$ cat config.mk
export PLATFORM = sky130hd
export DESIGN_NAME = rstseq_top
export DESIGN_NICKNAME = d
export VERILOG_FILES = /design/src/rtl/rstseq_pkg.sv /design/src/rtl/rstseq_ctrl.sv /design/src/rtl/rstseq_classify.sv /design/src/rtl/rstseq_outdec.sv /design/src/rtl/rstseq_top.sv
export SDC_FILE = /design/constraint.sdc
export NUM_CORES = 1
export LEC_CHECK = 0
export BUFFER_PORTS_ARGS = -buffer_cell sky130_fd_sc_hd__buf_2
export CAP_MARGIN = 40
export CORE_ASPECT_RATIO = 0.7
export CORE_MARGIN = 2
export CORE_UTILIZATION = 55
export CTS_BUF_LIST = sky130_fd_sc_hd__clkbuf_8
export CTS_CLUSTER_DIAMETER = 40
export DETAILED_ROUTE_END_ITERATION = 10
export PLACE_DENSITY = 0.8
export SLEW_MARGIN = 20
export SYNTH_ARGS = -nofsm -noshare
export SYNTH_HDL_FRONTEND = slang
export SYNTH_SLANG_ARGS = --single-unit
$ cat constraint.sdc
create_clock -name clk -period 2.26 [get_ports clk]
set_input_delay 0.452 -clock clk [delete_from_list [all_inputs] [get_ports clk]]
set_output_delay 0.452 -clock clk [all_outputs]
set_load 0.03 [all_outputs]
$ cat src/rtl/rstseq_pkg.sv
package rstseq_pkg;

    typedef enum logic [2:0] {
        ST_IDLE,
        ST_DETECT,
        ST_QUAL,
        ST_SEQ,
        ST_SETTLE,
        ST_HOLD,
        ST_CLOSE
    } seq_state_e;

    typedef struct packed {
        logic lng;
        logic sht;
    } flags_t;

endpackage

$ cat src/rtl/rstseq_ctrl.sv
module rstseq_ctrl
    import rstseq_pkg::*;
#(
    parameter int DETECT_CYC = 4,
    parameter int QUAL_CYC   = 16,
    parameter int SEQ_CYC    = 1024,
    parameter int SETTLE_CYC = 8,
    parameter int CLOSE_CYC  = 4
) (
    input  logic       clk,
    input  logic       por_n,
    input  logic       rst_in_n,
    output seq_state_e state_o,
    output logic       clr_o,
    output logic       cls_o,
    output logic       cls_long_o
);

    localparam int CW = $clog2(SEQ_CYC + 1);
    localparam logic [CW-1:0] DET_LAST   = CW'(DETECT_CYC - 2);
    localparam logic [CW-1:0] QUAL_LAST  = CW'(QUAL_CYC - DETECT_CYC - 1);
    localparam logic [CW-1:0] SEQ_LAST   = CW'(SEQ_CYC - 1);
    localparam logic [CW-1:0] SET_LAST   = CW'(SETTLE_CYC - 1);
    localparam logic [CW-1:0] CLOSE_LAST = CW'(CLOSE_CYC - 1);

    typedef struct packed {
        seq_state_e     st;
        logic [CW-1:0]  cnt;
    } ctrl_t;

    ctrl_t ctrl_d, ctrl_q;

    always_comb begin
        ctrl_d     = ctrl_q;
        clr_o      = 1'b0;
        cls_o      = 1'b0;
        cls_long_o = 1'b0;
        case (ctrl_q.st)
            ST_IDLE: begin
                if (!rst_in_n) begin
                    ctrl_d.st  = ST_DETECT;
                    ctrl_d.cnt = '0;
                end
            end
            ST_DETECT: begin
                if (rst_in_n) begin
                    ctrl_d.st = ST_IDLE;
                end else if (ctrl_q.cnt == DET_LAST) begin
                    ctrl_d.st  = ST_QUAL;
                    ctrl_d.cnt = '0;
                    clr_o      = 1'b1;
                end else begin
                    ctrl_d.cnt = ctrl_q.cnt + CW'(1);
                end
            end
            ST_QUAL: begin
                if (ctrl_q.cnt == QUAL_LAST) begin
                    ctrl_d.st  = ST_SEQ;
                    ctrl_d.cnt = '0;
                end else begin
                    ctrl_d.cnt = ctrl_q.cnt + CW'(1);
                end
            end
            ST_SEQ: begin
                if (ctrl_q.cnt == SEQ_LAST) begin
                    ctrl_d.st  = ST_SETTLE;
                    ctrl_d.cnt = '0;
                end else begin
                    ctrl_d.cnt = ctrl_q.cnt + CW'(1);
                end
            end
            ST_SETTLE: begin
                if (ctrl_q.cnt == SET_LAST) begin
                    cls_o      = 1'b1;
                    cls_long_o = !rst_in_n;
                    ctrl_d.st  = rst_in_n ? ST_IDLE : ST_HOLD;
                    ctrl_d.cnt = '0;
                end else begin
                    ctrl_d.cnt = ctrl_q.cnt + CW'(1);
                end
            end
            ST_HOLD: begin
                if (rst_in_n) begin
                    ctrl_d.st  = ST_CLOSE;
                    ctrl_d.cnt = '0;
                end
            end
            ST_CLOSE: begin
                if (ctrl_q.cnt == CLOSE_LAST) begin
                    ctrl_d.st  = ST_IDLE;
                    ctrl_d.cnt = '0;
                end else begin
                    ctrl_d.cnt = ctrl_q.cnt + CW'(1);
                end
            end
            default: begin
                ctrl_d.st  = ST_IDLE;
                ctrl_d.cnt = '0;
            end
        endcase
    end

    always_ff @(posedge clk or negedge por_n) begin
        if (!por_n) begin
            ctrl_q <= '{st: ST_IDLE, cnt: '0};
        end else begin
            ctrl_q <= ctrl_d;
        end
    end

    assign state_o = ctrl_q.st;

endmodule

$ cat src/rtl/rstseq_classify.sv
module rstseq_classify
    import rstseq_pkg::*;
(
    input  logic clk,
    input  logic por_n,
    input  logic clr_i,
    input  logic cls_i,
    input  logic cls_long_i,
    output logic long_o,
    output logic short_o
);

    flags_t flags_d, flags_q;

    always_comb begin
        flags_d = flags_q;
        if (clr_i) begin
            flags_d = '{lng: 1'b0, sht: 1'b0};
        end else if (cls_i) begin
            flags_d = '{lng: cls_long_i, sht: !cls_long_i};
        end
    end

    always_ff @(posedge clk or negedge por_n) begin
        if (!por_n) begin
            flags_q <= '{lng: 1'b0, sht: 1'b0};
        end else begin
            flags_q <= flags_d;
        end
    end

    assign long_o  = flags_q.lng;
    assign short_o = flags_q.sht;

endmodule

$ cat src/rtl/rstseq_outdec.sv
module rstseq_outdec
    import rstseq_pkg::*;
(
    input  seq_state_e state_i,
    input  logic       bidir_en,
    output logic       sys_rst_o,
    output logic       drive_o,
    output logic       cfg_o
);

    always_comb begin
        sys_rst_o = 1'b0;
        drive_o   = 1'b0;
        cfg_o     = 1'b0;
        case (state_i)
            ST_QUAL, ST_SETTLE: sys_rst_o = 1'b1;
            ST_SEQ: begin
                sys_rst_o = 1'b1;
                drive_o   = bidir_en;
            end
            ST_HOLD: begin
                sys_rst_o = 1'b1;
                cfg_o     = 1'b1;
            end
            ST_CLOSE: cfg_o = 1'b1;
            default: ;
        endcase
    end

endmodule

$ cat src/rtl/rstseq_top.sv
module rstseq_top
    import rstseq_pkg::*;
#(
    parameter int DETECT_CYC = 4,
    parameter int QUAL_CYC   = 16,
    parameter int SEQ_CYC    = 1024,
    parameter int SETTLE_CYC = 8,
    parameter int CLOSE_CYC  = 4
) (
    input  logic clk,
    input  logic por_n,
    input  logic rst_in_n,
    input  logic bidir_en,
    output logic sys_rst,
    output logic pin_drive,
    output logic long_flag,
    output logic short_flag,
    output logic cfg_open
);

    seq_state_e state;
    logic       clr;
    logic       cls;
    logic       cls_long;

    rstseq_ctrl #(
        .DETECT_CYC (DETECT_CYC),
        .QUAL_CYC   (QUAL_CYC),
        .SEQ_CYC    (SEQ_CYC),
        .SETTLE_CYC (SETTLE_CYC),
        .CLOSE_CYC  (CLOSE_CYC)
    ) u_ctrl (
        .clk        (clk),
        .por_n      (por_n),
        .rst_in_n   (rst_in_n),
        .state_o    (state),
        .clr_o      (clr),
        .cls_o      (cls),
        .cls_long_o (cls_long)
    );

    rstseq_classify u_cls (
        .clk        (clk),
        .por_n      (por_n),
        .clr_i      (clr),
        .cls_i      (cls),
        .cls_long_i (cls_long),
        .long_o     (long_flag),
        .short_o    (short_flag)
    );

    rstseq_outdec u_dec (
        .state_i   (state),
        .bidir_en  (bidir_en),
        .sys_rst_o (sys_rst),
        .drive_o   (pin_drive),
        .cfg_o     (cfg_open)
    );

endmodule

**Yosys cells after proc, flatten, opt, wreduce, memory -nomap -nowiden**

Index checks and enable logic that the tools add are counted.

- Add/subtract/negate cells: 1
- Eq/ne operators: 19
- Reduce and logical (&&, ||, !) cells: 8
- Muxes and demuxes: 28

Operators with widths:

| cell | count |
|---|---|
| one-hot mux 14 bit (7 select lines) | 1 |
| 2-to-1 mux 11 bit | 6 |
| 2-to-1 mux 14 bit | 2 |
| equality test 11 x 2 -> 1 bit, second input constant | 2 |
| 2-to-1 mux 3 bit | 7 |
| adder 11 x 1 -> 11 bit, second input constant | 1 |
| equality test 11 x 10 -> 1 bit, second input constant | 1 |
| equality test 11 x 3 -> 1 bit, second input constant | 1 |
| equality test 11 x 4 -> 1 bit, second input constant | 1 |
| 2-to-1 mux 1 bit | 10 |
| equality test 3 bit, second input constant | 3 |
| != test 2 x 1 -> 1 bit, second input constant | 4 |
| AND reduction 7 bit | 1 |
| equality test 3 x 2 -> 1 bit, second input constant | 2 |
| != test 2 bit, second input constant | 3 |
| 2-to-1 mux 2 bit | 2 |
| OR reduction 4 bit | 1 |
| equality test 3 x 1 -> 1 bit, second input constant | 1 |
| logical NOT 3 bit | 1 |
| != test 3 x 2 -> 1 bit, second input constant | 1 |
| AND reduction 3 bit | 1 |
| logical NOT 1 bit | 2 |
| nonzero test 2 bit | 1 |
| OR reduction 2 bit | 1 |

- Logic and storage cells: 60
- Register bits: 16
- Output and inout port bits: 5
- Input bits: 4

**Longest topological paths before layout**

- Word-level depth: 6
- Gate-level depth with buffers: 7
- Gate-level depth less buffers: 6

**By module**

From an unflattened synthesis, not the netlist that was laid out.

- Cell total of the unflattened synthesis: 127
- Area total of the unflattened synthesis: 1141.1 µm²

By module, submodules not included:

| module | sequential area each (µm²) | area an instance (µm²) | cells each | instances |
|---|---|---|---|---|
| rstseq_ctrl | 350.3 | 1019.7 | 116 | 1 |
| rstseq_classify | 50.0 | 86.3 | 7 | 1 |
| rstseq_outdec | 0.0 | 35.0 | 4 | 1 |

**Least setup slack after synthesis**

No wires, ideal clock.

- Path type: reg-to-reg
- Start point: reg u_ctrl.ctrl_q[2] in the netlist's numbering
- End point: reg u_ctrl.ctrl_q[2] in the netlist's numbering
- Arrival time: 1795 ps
- Stages on the path, launching flop included: 7
- Required time: 2125 ps
- Clock period less this slack: 1930 ps
- Slack: 330 ps
- Setup time: 135 ps
- Cells stage by stage: dfrtp_1 -> buf_6 -> or4_4 -> a2111oi_4 -> o31ai_4 -> o211ai_2 -> o311ai_1

- Longest elaborated chain between the ends: 4
- Elaborated cells between the ends (all ways): 13
- Classes of those cells: 1 x add/sub; 5 x eq/ne; 7 x mux

RTL lines:

| what | RTL line | source |
|---|---|---|
| start, declared | rstseq_ctrl.sv:31 | `ctrl_t ctrl_d, ctrl_q;` |
| start signal, assigned | rstseq_ctrl.sv:105 | `ctrl_q <= '{st: ST_IDLE, cnt: '0};` |
| start signal, assigned | rstseq_ctrl.sv:107 | `ctrl_q <= ctrl_d;` |
| adder 11 x 1 -> 11 bit / equality test 11 x 2 -> 1 bit (equally long branches) | -- |  |
| 2-to-1 mux 11 bit | rstseq_ctrl.sv:48 | `end else if (ctrl_q.cnt == DET_LAST) begin` |
| 2-to-1 mux 11 bit | rstseq_ctrl.sv:46 | `if (rst_in_n) begin` |
| one-hot mux 14 bit (7 select lines) (*) | rstseq_ctrl.sv:38 | `case (ctrl_q.st)` |

Every way passes the cells marked *; elsewhere a longest branch is shown, timed or not. The select of a mux whose other input is x is not followed.
A chain may end at the register's enable or synchronous reset.

**Final worst setup path**

- Start point: reg u_ctrl.ctrl_q[0] in the netlist's numbering
- End point: reg u_ctrl.ctrl_q[8] in the netlist's numbering

Same word-level chain as after synthesis.

==> qor.csv <==
metric,value,unit
clk_pin_slew,0.07,ns
syn_avg_cell_area,8.84,µm²
grt_first_pass_wirelength,4260,µm
hold_viol,0,
cts_buffer_depth,2,
regArea,400,µm²
synthesis.area,1180,µm²
p_leak,0.569,nW
drtIter0Drc,71,
tns,0,ns
grt_overflow,0,
fp-row-count,13,
htree_num_levels,1,
ant_nets,0,
max_freq,472,MHz
area_delta_synth_final,12.6,%
fin_skew,0.00681,ns
period_needed,2.12,ns
synth.largest_area_cell,dfrtp_1,
use_met2,31.2,%
final_common_cell,nand2_1,
drc_errors,0,
cts.sinks,16,
syn_inst,133,
dieArea,2530,µm²
clk_root_buffer_cell,clkbuf_8,
initial_core_util,60.8,%
grt_use_met1,34.0,%
coreArea,1940,µm²
hpwl,1960,µm
power_density,1140,nW/µm²
numCtsBuffers,3,
place_congestion,0.896,
synth-seq-cells,16,
final-setup-viol-count,0,
die_w,59.3,µm
arrival,2.25,ns
grt.total_usage,22.7,%
pin_count,9,
multiInputGateArea,733,µm²
worstSetupStartpointType,flip-flop,
syn_nets,140,
crit_type,flip-flop to flip-flop,
final_layout_size_suffix_gt1_share,22.4,%
yosys.cell_types.count,43,
slew_viol_final,0,
grt_pass1_vias,929,
ys_top_cells_by_area,"dfrtp_1 34%, nand2_1 5.7%, nand3_1 3.4%, ha_1 3.2%, nor2_1 3.2%",
hp-class,primary input to asynchronous set/reset pin,
most-common-layout-cells,"18 x nand2_1, 16 x dfrtp_1, 10 x nor2_1",
rsz0062_at_grt,false,
required,2.39,ns
antenna_found_initial,0,
tightest_slew,0.554,ns
nFillCells,149,
finalHoldWorstSlack,0.113,ns
use_met3,5.49,%
post_cts_resized,0,
ys.warnings.count,0,
busiest_layer,met1,
finalNetCount,155,
port_buffers,8,
n_antenna_cell,0,
cts_tree,yes,
maxSlewHeadroom,63.1,%
grt_max_degree,17,
place_ws,0.180,ns
synth_top_area_share,34.0,%
status,"complete, no violations",
wirelength,2630,µm
max_cap_viol_count,0,
ys_seq_area_share,34.0,%
endpoint_kind,flip-flop,
final.setup.worst_slack,0.139,ns
cts_setup_buffers,0,
peakVddDrop,684,µV
clk_latency,0.25,ns
period_share,93.8,%
cts_hold_buf,0,
dieHeight,42.7,µm
cp_max_fo,8,
vias,1076,
drtPass1Iterations,4,
drt-wirelength-per-cell,15.6,µm
viasPerCell,6.37,
-- flip-flops by register name, summed over array words and instances (netlist names) --
name	flops
u_cls.long_o	1
u_ctrl.state_o	3
u_cls.short_o	1
u_ctrl.ctrl_q	11
-- Yosys cell counts --
cell	count
a21oi_1	5
nor2_2	1
a211oi_1	2
nor4b_4	1
ha_1	3
nand3_1	8
and2_1	3
o22a_1	2
a21bo_2	1
a2111oi_4	1
buf_2	1
nor4_2	1
or2_2	2
buf_6	1
o211ai_2	1
nor3_4	1
nor2_1	10
nand2b_1	4
and3b_1	1
xnor2_1	4
nor3_1	5
o21ai_1	2
nor2b_1	1
o21a_1	1
and3_1	3
o21ai_0	4
o22ai_1	4
o21bai_2	1
nor3b_1	2
a21boi_0	1
o311ai_1	1
nor4_1	4
nand4_1	1
or4_4	2
o31ai_4	1
o31ai_1	1
dfrtp_1	16
or4_1	1
nand3b_1	3
nand2_1	18
inv_1	4
o41ai_2	1
clkbuf_1	3
-- where the power goes --
part           switching, mW  total [mW]  internal [mW]  leakage [nW]
combinational          0.488       0.815          0.327         0.326
sequential            0.0823       0.434          0.352         0.214
clock                 0.0989       0.253          0.155        0.0288
-- path summary, 6_finish.rpt --
path / startpoint / end / slack [ns] / cells after the start
max reg2reg: u_ctrl.ctrl_q[0]$_DFFE_PN0P_ / u_ctrl.ctrl_q[8]$_DFFE_PN0P_ / 0.14 / 6
min in group clk: rst_in_n / u_cls.long_o$_DFFE_PN0P_ / 0.49 / 2
max in group asynchronous: por_n / u_ctrl.ctrl_q[7]$_DFFE_PN0P_ / 1.86 / 1
max: u_ctrl.ctrl_q[0]$_DFFE_PN0P_ / u_ctrl.ctrl_q[8]$_DFFE_PN0P_ / 0.14 / 6
min reg2reg: u_cls.short_o$_DFFE_PN0P_ / u_cls.short_o$_DFFE_PN0P_ / 0.52 / 1
min: por_n / u_cls.long_o$_DFFE_PN0P_ / 0.11 / 1
-- final cells by class --
type                            count  share of cell area, %
Clock buffer                        4                   4.16
Inverter                            4                   1.13
Multi-Input combinational cell    108                   55.4
Sequential cell                    16                   30.2
Tap cell                           22                   2.08
Timing Repair Buffer               15                   6.99
-- stage by stage --
step	instances	power, mW	instance area [µm²]	util, %
6_report	169	1.50	1320	68.4
5_1_grt	169	1.61	1320	68.4
4_1_cts	169	1.50	1320	68.4
3_5_place_dp	165	1.24	1270	65.5
3_3_place_gp	165	1.21	1270	65.5
2_1_floorplan	133	1.03	1180	-
-- routing by layer --
layer	share of wire (%)	wire (µm)
met1	50	1330
met5	0	0
met4	0.84	22
met3	5.4	141
met2	43	1140
-- logic make-up (layout without fill, tap and decap cells) --
group | Yosys count | in the layout | synth area share, %
simple gates | 72 | 72 | 35.5
compound gates | 29 | 29 | 20.6
flops | 16 | 16 | 34.0
buf+inv | 9 | 23 | 3.62
xor+xnor | 4 | 4 | 2.98
fa+ha+maj | 3 | 3 | 3.19
-- worst max-delay path, stage by stage (launching register included) --
cell and delay, ns:
dfrtp_1 0.44, ha_1 0.28, nand4_1 0.18, o41ai_2 0.53
o31ai_4 0.25, o22ai_1 0.23, nand2_1 0.08
Power figures use the tool's default switching activity.
